--- src/rtl/cr_pkg.sv ---
package cr_pkg;
  // Register addresses
  localparam int A_CR0     = 0;
  localparam int A_CR3     = 1;
  localparam int A_CR4     = 2;
  localparam int A_EFER    = 3;
  localparam int A_CSATTR  = 4;
  localparam int A_SSATTR  = 5;
  localparam int A_BASE0   = 8;
  localparam int A_EFF0    = 16;

  // Bit positions
  localparam int B_PG      = 31;
  localparam int B_ET      = 4;
  localparam int B_LME     = 8;
  localparam int B_LMA     = 10;
  localparam int B_PSE     = 4;
  localparam int B_PAE     = 5;
  localparam int B_PGE     = 7;
  localparam int B_CS_LM   = 0;
endpackage

--- src/rtl/cr_toggle_detect.sv ---
module cr_toggle_detect
  import cr_pkg::*;
#(
  parameter int DATA_W = 64,
  parameter int ADDR_W = 5
) (
  input  logic              wr_en,
  input  logic [ADDR_W-1:0] wr_addr,
  input  logic [DATA_W-1:0] wr_data,
  input  logic [DATA_W-1:0] cr0_q,
  input  logic [DATA_W-1:0] cr4_q,
  input  logic [DATA_W-1:0] efer_q,
  input  logic [DATA_W-1:0] csattr_q,
  output logic              flush_all,
  output logic              flush_ng,
  output logic              recompute,
  output logic              lma_we,
  output logic              lma_val,
  output logic              cs_lm_set,
  output logic              cs_lm_clr
);
  logic hit_cr0, hit_cr3, hit_cr4, hit_cs, hit_ss;
  logic [DATA_W-1:0] diff_cr0, diff_cr4, diff_cs;

  always_comb begin
    hit_cr0  = wr_en && (wr_addr == ADDR_W'(A_CR0));
    hit_cr3  = wr_en && (wr_addr == ADDR_W'(A_CR3));
    hit_cr4  = wr_en && (wr_addr == ADDR_W'(A_CR4));
    hit_cs   = wr_en && (wr_addr == ADDR_W'(A_CSATTR));
    hit_ss   = wr_en && (wr_addr == ADDR_W'(A_SSATTR));

    diff_cr0 = cr0_q ^ wr_data;
    diff_cr4 = cr4_q ^ wr_data;
    diff_cs  = csattr_q ^ wr_data;

    flush_all = (hit_cr0 && diff_cr0[B_PG]) ||
                (hit_cr4 && (diff_cr4[B_PSE] || diff_cr4[B_PAE] || diff_cr4[B_PGE]));
    flush_ng  = hit_cr3;
    recompute = hit_cr0 || hit_cs || hit_ss;

    lma_we    = hit_cr0 && diff_cr0[B_PG] && efer_q[B_LME];
    lma_val   = wr_data[B_PG];

    cs_lm_set = hit_cs && diff_cs[B_CS_LM] &&  wr_data[B_CS_LM];
    cs_lm_clr = hit_cs && diff_cs[B_CS_LM] && !wr_data[B_CS_LM];
  end
endmodule

--- src/rtl/seg_base_file.sv ---
module seg_base_file #(
  parameter int DATA_W     = 64,
  parameter int NUM_SEG    = 8,
  parameter int NUM_LEGACY = 4
) (
  input  logic                            clk,
  input  logic                            rst_n,
  input  logic [NUM_SEG-1:0]              base_we,
  input  logic [DATA_W-1:0]               wr_data,
  input  logic                            flat_mode,
  input  logic                            cs_lm_set,
  input  logic                            cs_lm_clr,
  output logic [NUM_SEG-1:0][DATA_W-1:0]  base_q,
  output logic [NUM_SEG-1:0][DATA_W-1:0]  eff_q
);
  for (genvar g = 0; g < NUM_SEG; g++) begin : g_seg
    logic [DATA_W-1:0] base_d, eff_d;
    logic              base_en, eff_en;

    always_comb begin
      base_en = base_we[g];
      base_d  = wr_data;
    end

    if (g < NUM_LEGACY) begin : g_legacy
      // Ignored in 64-bit code; rebuilt when the code-segment flag flips
      always_comb begin
        eff_en = 1'b0;
        eff_d  = eff_q[g];
        if (cs_lm_set) begin
          eff_en = 1'b1;
          eff_d  = '0;
        end else if (cs_lm_clr) begin
          eff_en = 1'b1;
          eff_d  = base_q[g];
        end else if (base_we[g] && !flat_mode) begin
          eff_en = 1'b1;
          eff_d  = wr_data;
        end
      end
    end else begin : g_always
      always_comb begin
        eff_en = base_we[g];
        eff_d  = wr_data;
      end
    end

    always_ff @(posedge clk or negedge rst_n) begin
      if (!rst_n) begin
        base_q[g] <= '0;
        eff_q[g]  <= '0;
      end else begin
        if (base_en) base_q[g] <= base_d;
        if (eff_en)  eff_q[g]  <= eff_d;
      end
    end
  end
endmodule

--- src/rtl/cr_side_effect_unit.sv ---
module cr_side_effect_unit
  import cr_pkg::*;
#(
  parameter int DATA_W     = 64,
  parameter int ADDR_W     = 5,
  parameter int NUM_SEG    = 8,
  parameter int NUM_LEGACY = 4
) (
  input  logic              clk,
  input  logic              rst_n,
  input  logic              wr_en,
  input  logic [ADDR_W-1:0] wr_addr,
  input  logic [DATA_W-1:0] wr_data,
  input  logic [ADDR_W-1:0] rd_addr,
  output logic [DATA_W-1:0] rd_data,
  output logic              itlb_flush_all,
  output logic              itlb_flush_nonglobal,
  output logic              dtlb_flush_all,
  output logic              dtlb_flush_nonglobal,
  output logic              mode_recompute,
  output logic              efer_lma
);
  localparam int SEG_IDX_W = $clog2(NUM_SEG);
  localparam logic [DATA_W-1:0] CR0_RST = DATA_W'(1) << B_ET;

  logic [DATA_W-1:0] cr0_q, cr3_q, cr4_q, efer_q, csattr_q, ssattr_q;
  logic [DATA_W-1:0] cr0_d, efer_d;
  logic              cr0_en, cr3_en, cr4_en, efer_en, cs_en, ss_en;
  logic              flush_all, flush_ng, recompute, lma_we, lma_val;
  logic              cs_lm_set, cs_lm_clr;
  logic              fa_q, ng_q, rc_q;
  logic [NUM_SEG-1:0]             base_we;
  logic [NUM_SEG-1:0][DATA_W-1:0] base_q, eff_q;

  cr_toggle_detect #(.DATA_W(DATA_W), .ADDR_W(ADDR_W)) u_detect (
    .wr_en     (wr_en),
    .wr_addr   (wr_addr),
    .wr_data   (wr_data),
    .cr0_q     (cr0_q),
    .cr4_q     (cr4_q),
    .efer_q    (efer_q),
    .csattr_q  (csattr_q),
    .flush_all (flush_all),
    .flush_ng  (flush_ng),
    .recompute (recompute),
    .lma_we    (lma_we),
    .lma_val   (lma_val),
    .cs_lm_set (cs_lm_set),
    .cs_lm_clr (cs_lm_clr)
  );

  for (genvar g = 0; g < NUM_SEG; g++) begin : g_bwe
    assign base_we[g] = wr_en && (wr_addr == ADDR_W'(A_BASE0 + g));
  end

  seg_base_file #(.DATA_W(DATA_W), .NUM_SEG(NUM_SEG), .NUM_LEGACY(NUM_LEGACY)) u_segs (
    .clk       (clk),
    .rst_n     (rst_n),
    .base_we   (base_we),
    .wr_data   (wr_data),
    .flat_mode (efer_q[B_LMA] && csattr_q[B_CS_LM]),
    .cs_lm_set (cs_lm_set),
    .cs_lm_clr (cs_lm_clr),
    .base_q    (base_q),
    .eff_q     (eff_q)
  );

  // Next-state logic for the control words
  always_comb begin
    cr0_en  = wr_en && (wr_addr == ADDR_W'(A_CR0));
    cr3_en  = wr_en && (wr_addr == ADDR_W'(A_CR3));
    cr4_en  = wr_en && (wr_addr == ADDR_W'(A_CR4));
    cs_en   = wr_en && (wr_addr == ADDR_W'(A_CSATTR));
    ss_en   = wr_en && (wr_addr == ADDR_W'(A_SSATTR));
    cr0_d   = wr_data | CR0_RST;
    efer_en = 1'b0;
    efer_d  = efer_q;
    if (wr_en && (wr_addr == ADDR_W'(A_EFER))) begin
      efer_en = 1'b1;
      efer_d  = wr_data;
    end else if (lma_we) begin
      efer_en = 1'b1;
      efer_d[B_LMA] = lma_val;
    end
  end

  always_ff @(posedge clk or negedge rst_n) begin
    if (!rst_n) begin
      cr0_q    <= CR0_RST;
      cr3_q    <= '0;
      cr4_q    <= '0;
      efer_q   <= '0;
      csattr_q <= '0;
      ssattr_q <= '0;
      fa_q     <= 1'b0;
      ng_q     <= 1'b0;
      rc_q     <= 1'b0;
    end else begin
      if (cr0_en)  cr0_q    <= cr0_d;
      if (cr3_en)  cr3_q    <= wr_data;
      if (cr4_en)  cr4_q    <= wr_data;
      if (efer_en) efer_q   <= efer_d;
      if (cs_en)   csattr_q <= wr_data;
      if (ss_en)   ssattr_q <= wr_data;
      fa_q <= flush_all;
      ng_q <= flush_ng;
      rc_q <= recompute;
    end
  end

  // Read port
  always_comb begin
    rd_data = '0;
    if (rd_addr == ADDR_W'(A_CR0))         rd_data = cr0_q;
    else if (rd_addr == ADDR_W'(A_CR3))    rd_data = cr3_q;
    else if (rd_addr == ADDR_W'(A_CR4))    rd_data = cr4_q;
    else if (rd_addr == ADDR_W'(A_EFER))   rd_data = efer_q;
    else if (rd_addr == ADDR_W'(A_CSATTR)) rd_data = csattr_q;
    else if (rd_addr == ADDR_W'(A_SSATTR)) rd_data = ssattr_q;
    else if (rd_addr >= ADDR_W'(A_BASE0) && rd_addr < ADDR_W'(A_BASE0 + NUM_SEG))
      rd_data = base_q[SEG_IDX_W'(rd_addr - ADDR_W'(A_BASE0))];
    else if (rd_addr >= ADDR_W'(A_EFF0) && rd_addr < ADDR_W'(A_EFF0 + NUM_SEG))
      rd_data = eff_q[SEG_IDX_W'(rd_addr - ADDR_W'(A_EFF0))];
  end

  assign itlb_flush_all       = fa_q;
  assign dtlb_flush_all       = fa_q;
  assign itlb_flush_nonglobal = ng_q;
  assign dtlb_flush_nonglobal = ng_q;
  assign mode_recompute       = rc_q;
  assign efer_lma             = efer_q[B_LMA];
endmodule

--- config.mk ---
export PLATFORM = sky130hd
export DESIGN_NAME = cr_side_effect_unit
export DESIGN_NICKNAME = d
export VERILOG_FILES = /design/src/rtl/cr_pkg.sv /design/src/rtl/cr_toggle_detect.sv /design/src/rtl/seg_base_file.sv /design/src/rtl/cr_side_effect_unit.sv
export SDC_FILE = /design/constraint.sdc
export NUM_CORES = 2
export LEC_CHECK = 0
export BUFFER_PORTS_ARGS = -buffer_cell sky130_fd_sc_hd__buf_2
export CAP_MARGIN = 20
export CORE_UTILIZATION = 35
export CTS_CLUSTER_SIZE = 16
export DETAILED_ROUTE_END_ITERATION = 8
export PLACE_DENSITY_LB_ADDON = 0.12
export SYNTH_ARGS = -nofsm -noshare
export SYNTH_HDL_FRONTEND = slang
export SYNTH_SLANG_ARGS = --single-unit
export TNS_END_PERCENT = 100
--- constraint.sdc ---
create_clock -name clk -period 7.6 [get_ports clk]
set_clock_uncertainty 0.2 [all_clocks]
set_input_delay 1.52 -clock clk [delete_from_list [all_inputs] [get_ports clk]]
set_output_delay 1.52 -clock clk [all_outputs]
set_load 0.005 [all_outputs]
======== After elaboration in Yosys (flattened, before gate mapping) ========
Index checks and enable logic that the tools add are counted.
cells by class
  $add $sub $neg .......................... 2
  multiplexer cells ....................... 40
  magnitude comparators ................... 6
  bitwise operators ....................... 3
  reduce and logical (&&, ||, !) cells .... 47
  equal/unequal tests ..................... 18
operators with widths
  cell                   number
  $mux W64               22
  $bmux W64 S3           2
  $eq A5 B4 Y1 const B   8
  $xor A32 B32 Y32       1
  $logic_and A1 B1 Y1    27
  $eq A5 B2 Y1 const B   4
  $eq A5 B3 Y1 const B   4
  $mux W1                16
  $reduce_and A2 Y1      6
  $reduce_bool A3 Y1     4
  $eq A5 B1 Y1 const B   2
  $logic_not A5 Y1       2
  $lt A5 B5 Y1 const B   2
  $lt A3 B4 Y1 const B   2
  $xor A8 B8 Y8          1
  $sub A3 B1 Y3 const B  2
  $ge A5 B4 Y1 const B   1
  $ge A5 B5 Y1 const B   1
  $logic_or A1 B1 Y1     5
  $logic_not A1 Y1       2
  $reduce_bool A2 Y1     1
  $xor A1 B1 Y1          1
word-level totals
  register bits after elaboration ......... 1,154
  output and inout bits ................... 70
  word-level logic and storage cells ...... 138
  input bits .............................. 77

======== Depth between registers and ports, before layout ========
  word-level depth ........................ 11
  depth in mapped cells ................... 10
  depth with buffers taken out ............ 5

======== By module ========
From an unflattened synthesis, not the netlist that was laid out.
unflattened totals
  cells, all modules ...................... 4,623
  area total of the unflattened synthesis .. 61,615.3 um^2
by module, submodules not included
  module               area each (um^2)  instances  seq. area each (um^2)  cells each
  seg_base_file        35,357.7          1          19,218.4               2,516
  cr_side_effect_unit  26,108.8          1          9,659.3                2,088
  cr_toggle_detect     148.9             1          0.0                    19

======== Worst setup path after synthesis ========
Ideal clock, no wire load.
  path type ............................... input port to output port
  start ................................... input rd_addr[0]
  end ..................................... output rd_data[61]
  required time ........................... 5,880 ps
  path buffers ............................ 3
  stages on the path ...................... 7
  slack ................................... 2,786 ps
  data arrival time ....................... 3,094 ps
  cells stage by stage .................... buf_4 -> buf_4 -> buf_2 -> mux4_2 -> a222oi_1 -> o21a_1 -> a211oi_1
on the way
  longest elaborated chain between the ends .. 11
  elaborated cells between the ends (all ways) .. 26
  those cells by class .................... add/sub: 2; order compare: 4; eq/ne: 5; mux: 12; reduce/logical: 3
RTL lines
  what                            line                                                    source
  start: declaration              cr_side_effect_unit.sv:14                               input logic [ADDR_W-1:0] rd_addr,
  $sub A3 B1 Y3                   cr_side_effect_unit.sv:121, cr_side_effect_unit.sv:123
  $bmux W64 S3                    cr_side_effect_unit.sv:123                              rd_data = eff_q[SEG_IDX_W'(rd_addr - ADDR_W'(A_EFF0))];
  $mux W64 (not written as such)  cr_side_effect_unit.sv:123
  $mux W64                        cr_side_effect_unit.sv:122                              else if (rd_addr >= ADDR_W'(A_EFF0) && rd_addr < ADDR_W'(A_EFF0 + NUM_SEG))
  $mux W64                        cr_side_effect_unit.sv:120                              else if (rd_addr >= ADDR_W'(A_BASE0) && rd_addr < ADDR_W'(A_BASE0 + NUM_SEG))
  $mux W64                        cr_side_effect_unit.sv:119                              else if (rd_addr == ADDR_W'(A_SSATTR)) rd_data = ssattr_q;
  $mux W64                        cr_side_effect_unit.sv:118                              else if (rd_addr == ADDR_W'(A_CSATTR)) rd_data = csattr_q;
  $mux W64                        cr_side_effect_unit.sv:117                              else if (rd_addr == ADDR_W'(A_EFER)) rd_data = efer_q;
  $mux W64                        cr_side_effect_unit.sv:116                              else if (rd_addr == ADDR_W'(A_CR4)) rd_data = cr4_q;
  $mux W64                        cr_side_effect_unit.sv:115                              else if (rd_addr == ADDR_W'(A_CR3)) rd_data = cr3_q;
  $mux W64 *                      cr_side_effect_unit.sv:114                              if (rd_addr == ADDR_W'(A_CR0)) rd_data = cr0_q;
  end: declaration                cr_side_effect_unit.sv:15                               output logic [DATA_W-1:0] rd_data,
Every way passes the cells marked *; elsewhere a longest branch is shown, timed or not. The select of a mux whose other input is x is not followed.

======== Worst setup path in the final report ========
  start ................................... input rd_addr[1]
  end ..................................... output rd_data[55]
Same word-level chain as after synthesis.

==> flow_summary.yaml <==
run_status:
  status: "finished, final reports clean"
sta:
  slew_violations: 0
  period_share_pct: 90.0
  finalHoldViolations: 0
  fin_setup_tns_ns: 0
  min_period_ns: 6.84
  rsz0062_at_grt: "false"
  timing.fmax_mhz: 146
  final-setup-viol-count: 0
  hold_ws_ns: 0.274
  maxSlewHeadroom_pct: 23.7
  tightest_slew_ns: 1.14
finish:
  fillers: 15141
  final_nets: 4475
  area_growth_pct: 12.4
  fin_util_pct: 39.6
  layout-drive-gt1-share_pct: 36.9
cts:
  cts_root_buf: "clkbuf_16"
  cts_made_buffers: 139
  clkTransAtPathRegs_ns: 0.05
  cts_tree: "built"
  clockBufferDepth: 3
  cts_setup_buffers: 0
  cts.htree.levels: 4
  clock_latency_ns: 0.78
  clock_sinks: 1154
  cts_resized: 0
  ctsHoldBuffers: 0
setup_path:
  crit_path_start_kind: "input pin"
  crit_chain: "buf_8 > nor2b_4 > buf_4 > a21o_1 > a211oi_1 > and3_1 > o31ai_1 > buf_2"
  worst_ep_arrival_time_ns: 5.12
  cp_top_family: "buffers and inverters"
  cpMaxStageDelayCell: "nor2b_4"
  rrSetupSlack_ns: 3.37
  cp_slowest_stage_delay_ns: 0.87
  worst-path-max-fanout: 69
  crit_buf_inv: 3
  cp-end-kind: "output pin"
  cp.required_ns: 5.88
  crit_type: "in2out"
global_routing:
  grt_util_all_layers_pct: 22.5
  top_usage_layer: "met2"
  grt_pass1_wl_mm: 270
  met1_usage_pct: 33.2
  globalRouteMet3Util_pct: 3.44
  grt_pass1_vias: 38224
  grt_max_degree: 163
  grt_antenna_before_repair: 22
  gr-total-overflow: 0
  met2_usage_pct: 34.6
yosys:
  synth_edf_count: 0
  netlist_area_um2: 55800
  yosysSeqAreaShare_pct: 51.8
  synthArstFlopShare_pct: 100
  syn_area_per_cell_um2: 12.5
  ys_ff_latch: 1154
  synth_warnings: 0
  yosysUniqueCellTypes: 69
  synthesis.instances: 4445
  ys.flop_type: "dfrtp_1"
  synth_fp_nets: 4522
floorplan:
  ioPinCount: 147
  dieHeight_um: 401
  core_um2: 158000
  initial_core_util_pct: 35.2
  core.rowCount: 146
  die_w_um: 401
  die-area_um2: 161000
pwr:
  leakagePower_uw: 0.0277
  power_switching_uw: 4620
  pwr-share-clk_pct: 37.3
  p_seq_share_pct: 47.1
  cellPowerDensity_nw_per_um2: 278
  vdd_drop_max_uv: 236
  swShare_pct: 26.5
  p_int_uw: 12800
  p_comb_share_pct: 15.6
placed_design:
  hpwl_mm: 102
  io_buffers: 146
  routabilityCongestion: 0.751
route:
  drtAntennaViolNets: 0
  via_count: 37201
  dr.pass1.iters: 7
  avgViaCountPerCell: 5.66
  post_drt_wl_per_cell_um: 27.5
  drt_iter0_markers: 3087
  drt_wl_total_mm: 181
  drc: 0
worst_hold_path:
  worst_hold_path_type: "reg2reg"
flow_run:
  maxCapViolations: 0
==> final cells by class <==
cell class	count	area [um2]	share of cell area [%]
diodes	5	12.5	0.0200
clock buffers	209	4070	6.50
clock inverters	32	305	0.487
inverters	41	154	0.246
multi-input cells	2829	25000	39.8
flip-flops and latches	1154	28900	46.1
well taps	2072	2590	4.14
repair buffers	233	1690	2.69
==> cells in the final DEF, fill, tap and decap left out, types with 39 or more instances in the layout <==
cell,instances
dfrtp_1,1154
mux2_2,981
nand2_1,618
a21oi_1,250
mux4_2,189
buf_2,142
clkbuf_16,141
a211oi_1,122
o21ai_0,94
a21o_1,66
buf_4,66
o22ai_1,63
nor2_1,59
a22oi_1,45
inv_1,41
mux2i_1,39
clkbuf_1,39
==> power groups by stage <==
stage | logic [uW] | registers (uW) | clock network (uW)
floorplan | 2060 | 8030 | 0
global placement | 2690 | 8280 | 0
detailed placement | 2750 | 8290 | 0
CTS | 2750 | 8190 | 6690
global route | 2970 | 8370 | 6930
finish | 2720 | 8200 | 6490
==> Yosys cell counts, drive strengths merged (61+ instances only) <==
| cell type | number | area [um2] |
|---|---|---|
| dfrtp | 1154 | 28900 |
| mux2 | 1017 | 11500 |
| nand2 | 629 | 2360 |
| a21oi | 250 | 1250 |
| buf | 226 | 1290 |
| clkbuf | 195 | 732 |
| mux4 | 189 | 4260 |
| a211oi | 122 | 916 |
| o21ai | 94 | 470 |
| a21o | 66 | 495 |
| o22ai | 63 | 394 |
| nor2 | 61 | 231 |
==> metal layers <==
| layer | routed length (um) | vias to the layer above |
|---|---|---|
| met5 | 42 | - |
| met4 | 3740 | 8 |
| met3 | 7980 | 252 |
| li1 | - | 16164 |
| met1 | 87500 | 19956 |
| met2 | 81500 | 821 |
==> state kept, by name, summed over array words and instances (netlist names) <==
register              cells
cr3_q                    64
dtlb_flush_nonglobal      1
csattr_q                 64
u_segs.base_q           384
dtlb_flush_all            1
u_segs.eff_q            384
cr4_q                    64
efer_q                   64
cr0_q                    63
ssattr_q                 64
mode_recompute            1
==> path summary, 6_finish.rpt <==
kind                                               from                       endpoint  cells past startpoint
min reg2reg                u_segs.eff_q[24]$_DFFE_PN0P_   u_segs.eff_q[24]$_DFFE_PN0P_                      1
min in group asynchronous                         rst_n   u_segs.eff_q[51]$_DFFE_PN0P_                      1
min                        u_segs.eff_q[24]$_DFFE_PN0P_   u_segs.eff_q[24]$_DFFE_PN0P_                      1
max in group asynchronous                         rst_n  u_segs.eff_q[106]$_DFFE_PN0P_                      2
max reg2reg                     csattr_q[0]$_DFFE_PN0P_  u_segs.eff_q[235]$_DFFE_PN0P_                      5
max                                          rd_addr[1]                    rd_data[55]                      8
==> cell families (layout without fill, tap and decap cells) <==
group,count (synthesis),in the layout,share of synthesized area (%)
AO/OA/AOI/OAI,808,808,9.64
XOR/XNOR,4,4,0.0628
AND/OR/NAND/NOR,772,772,5.65
buffers and inverters,462,515,3.91
other,0,5,0
flip-flops,1154,1154,51.8
multiplexers,1245,1245,28.9
==> worst reg2reg max path: stages (launching register included) <==
cell      delay, ns
dfrtp_1        0.59
and4bb_2       0.38
nand2_4        0.68
o221a_4        0.86
buf_4          0.91
mux2_2         0.47
==> stage by stage <==
step,instances,worst slack [ns],cell area (um2),power [uW]
finish,6575,0.758,62700,17400
global route,6572,0.696,62600,18300
CTS,6570,0.775,62600,17600
detailed placement,6329,0.787,58300,11000
global placement,6327,0.843,58200,11000
floorplan,4445,2.79,55800,10100
Power figures use the tool's default switching activity.
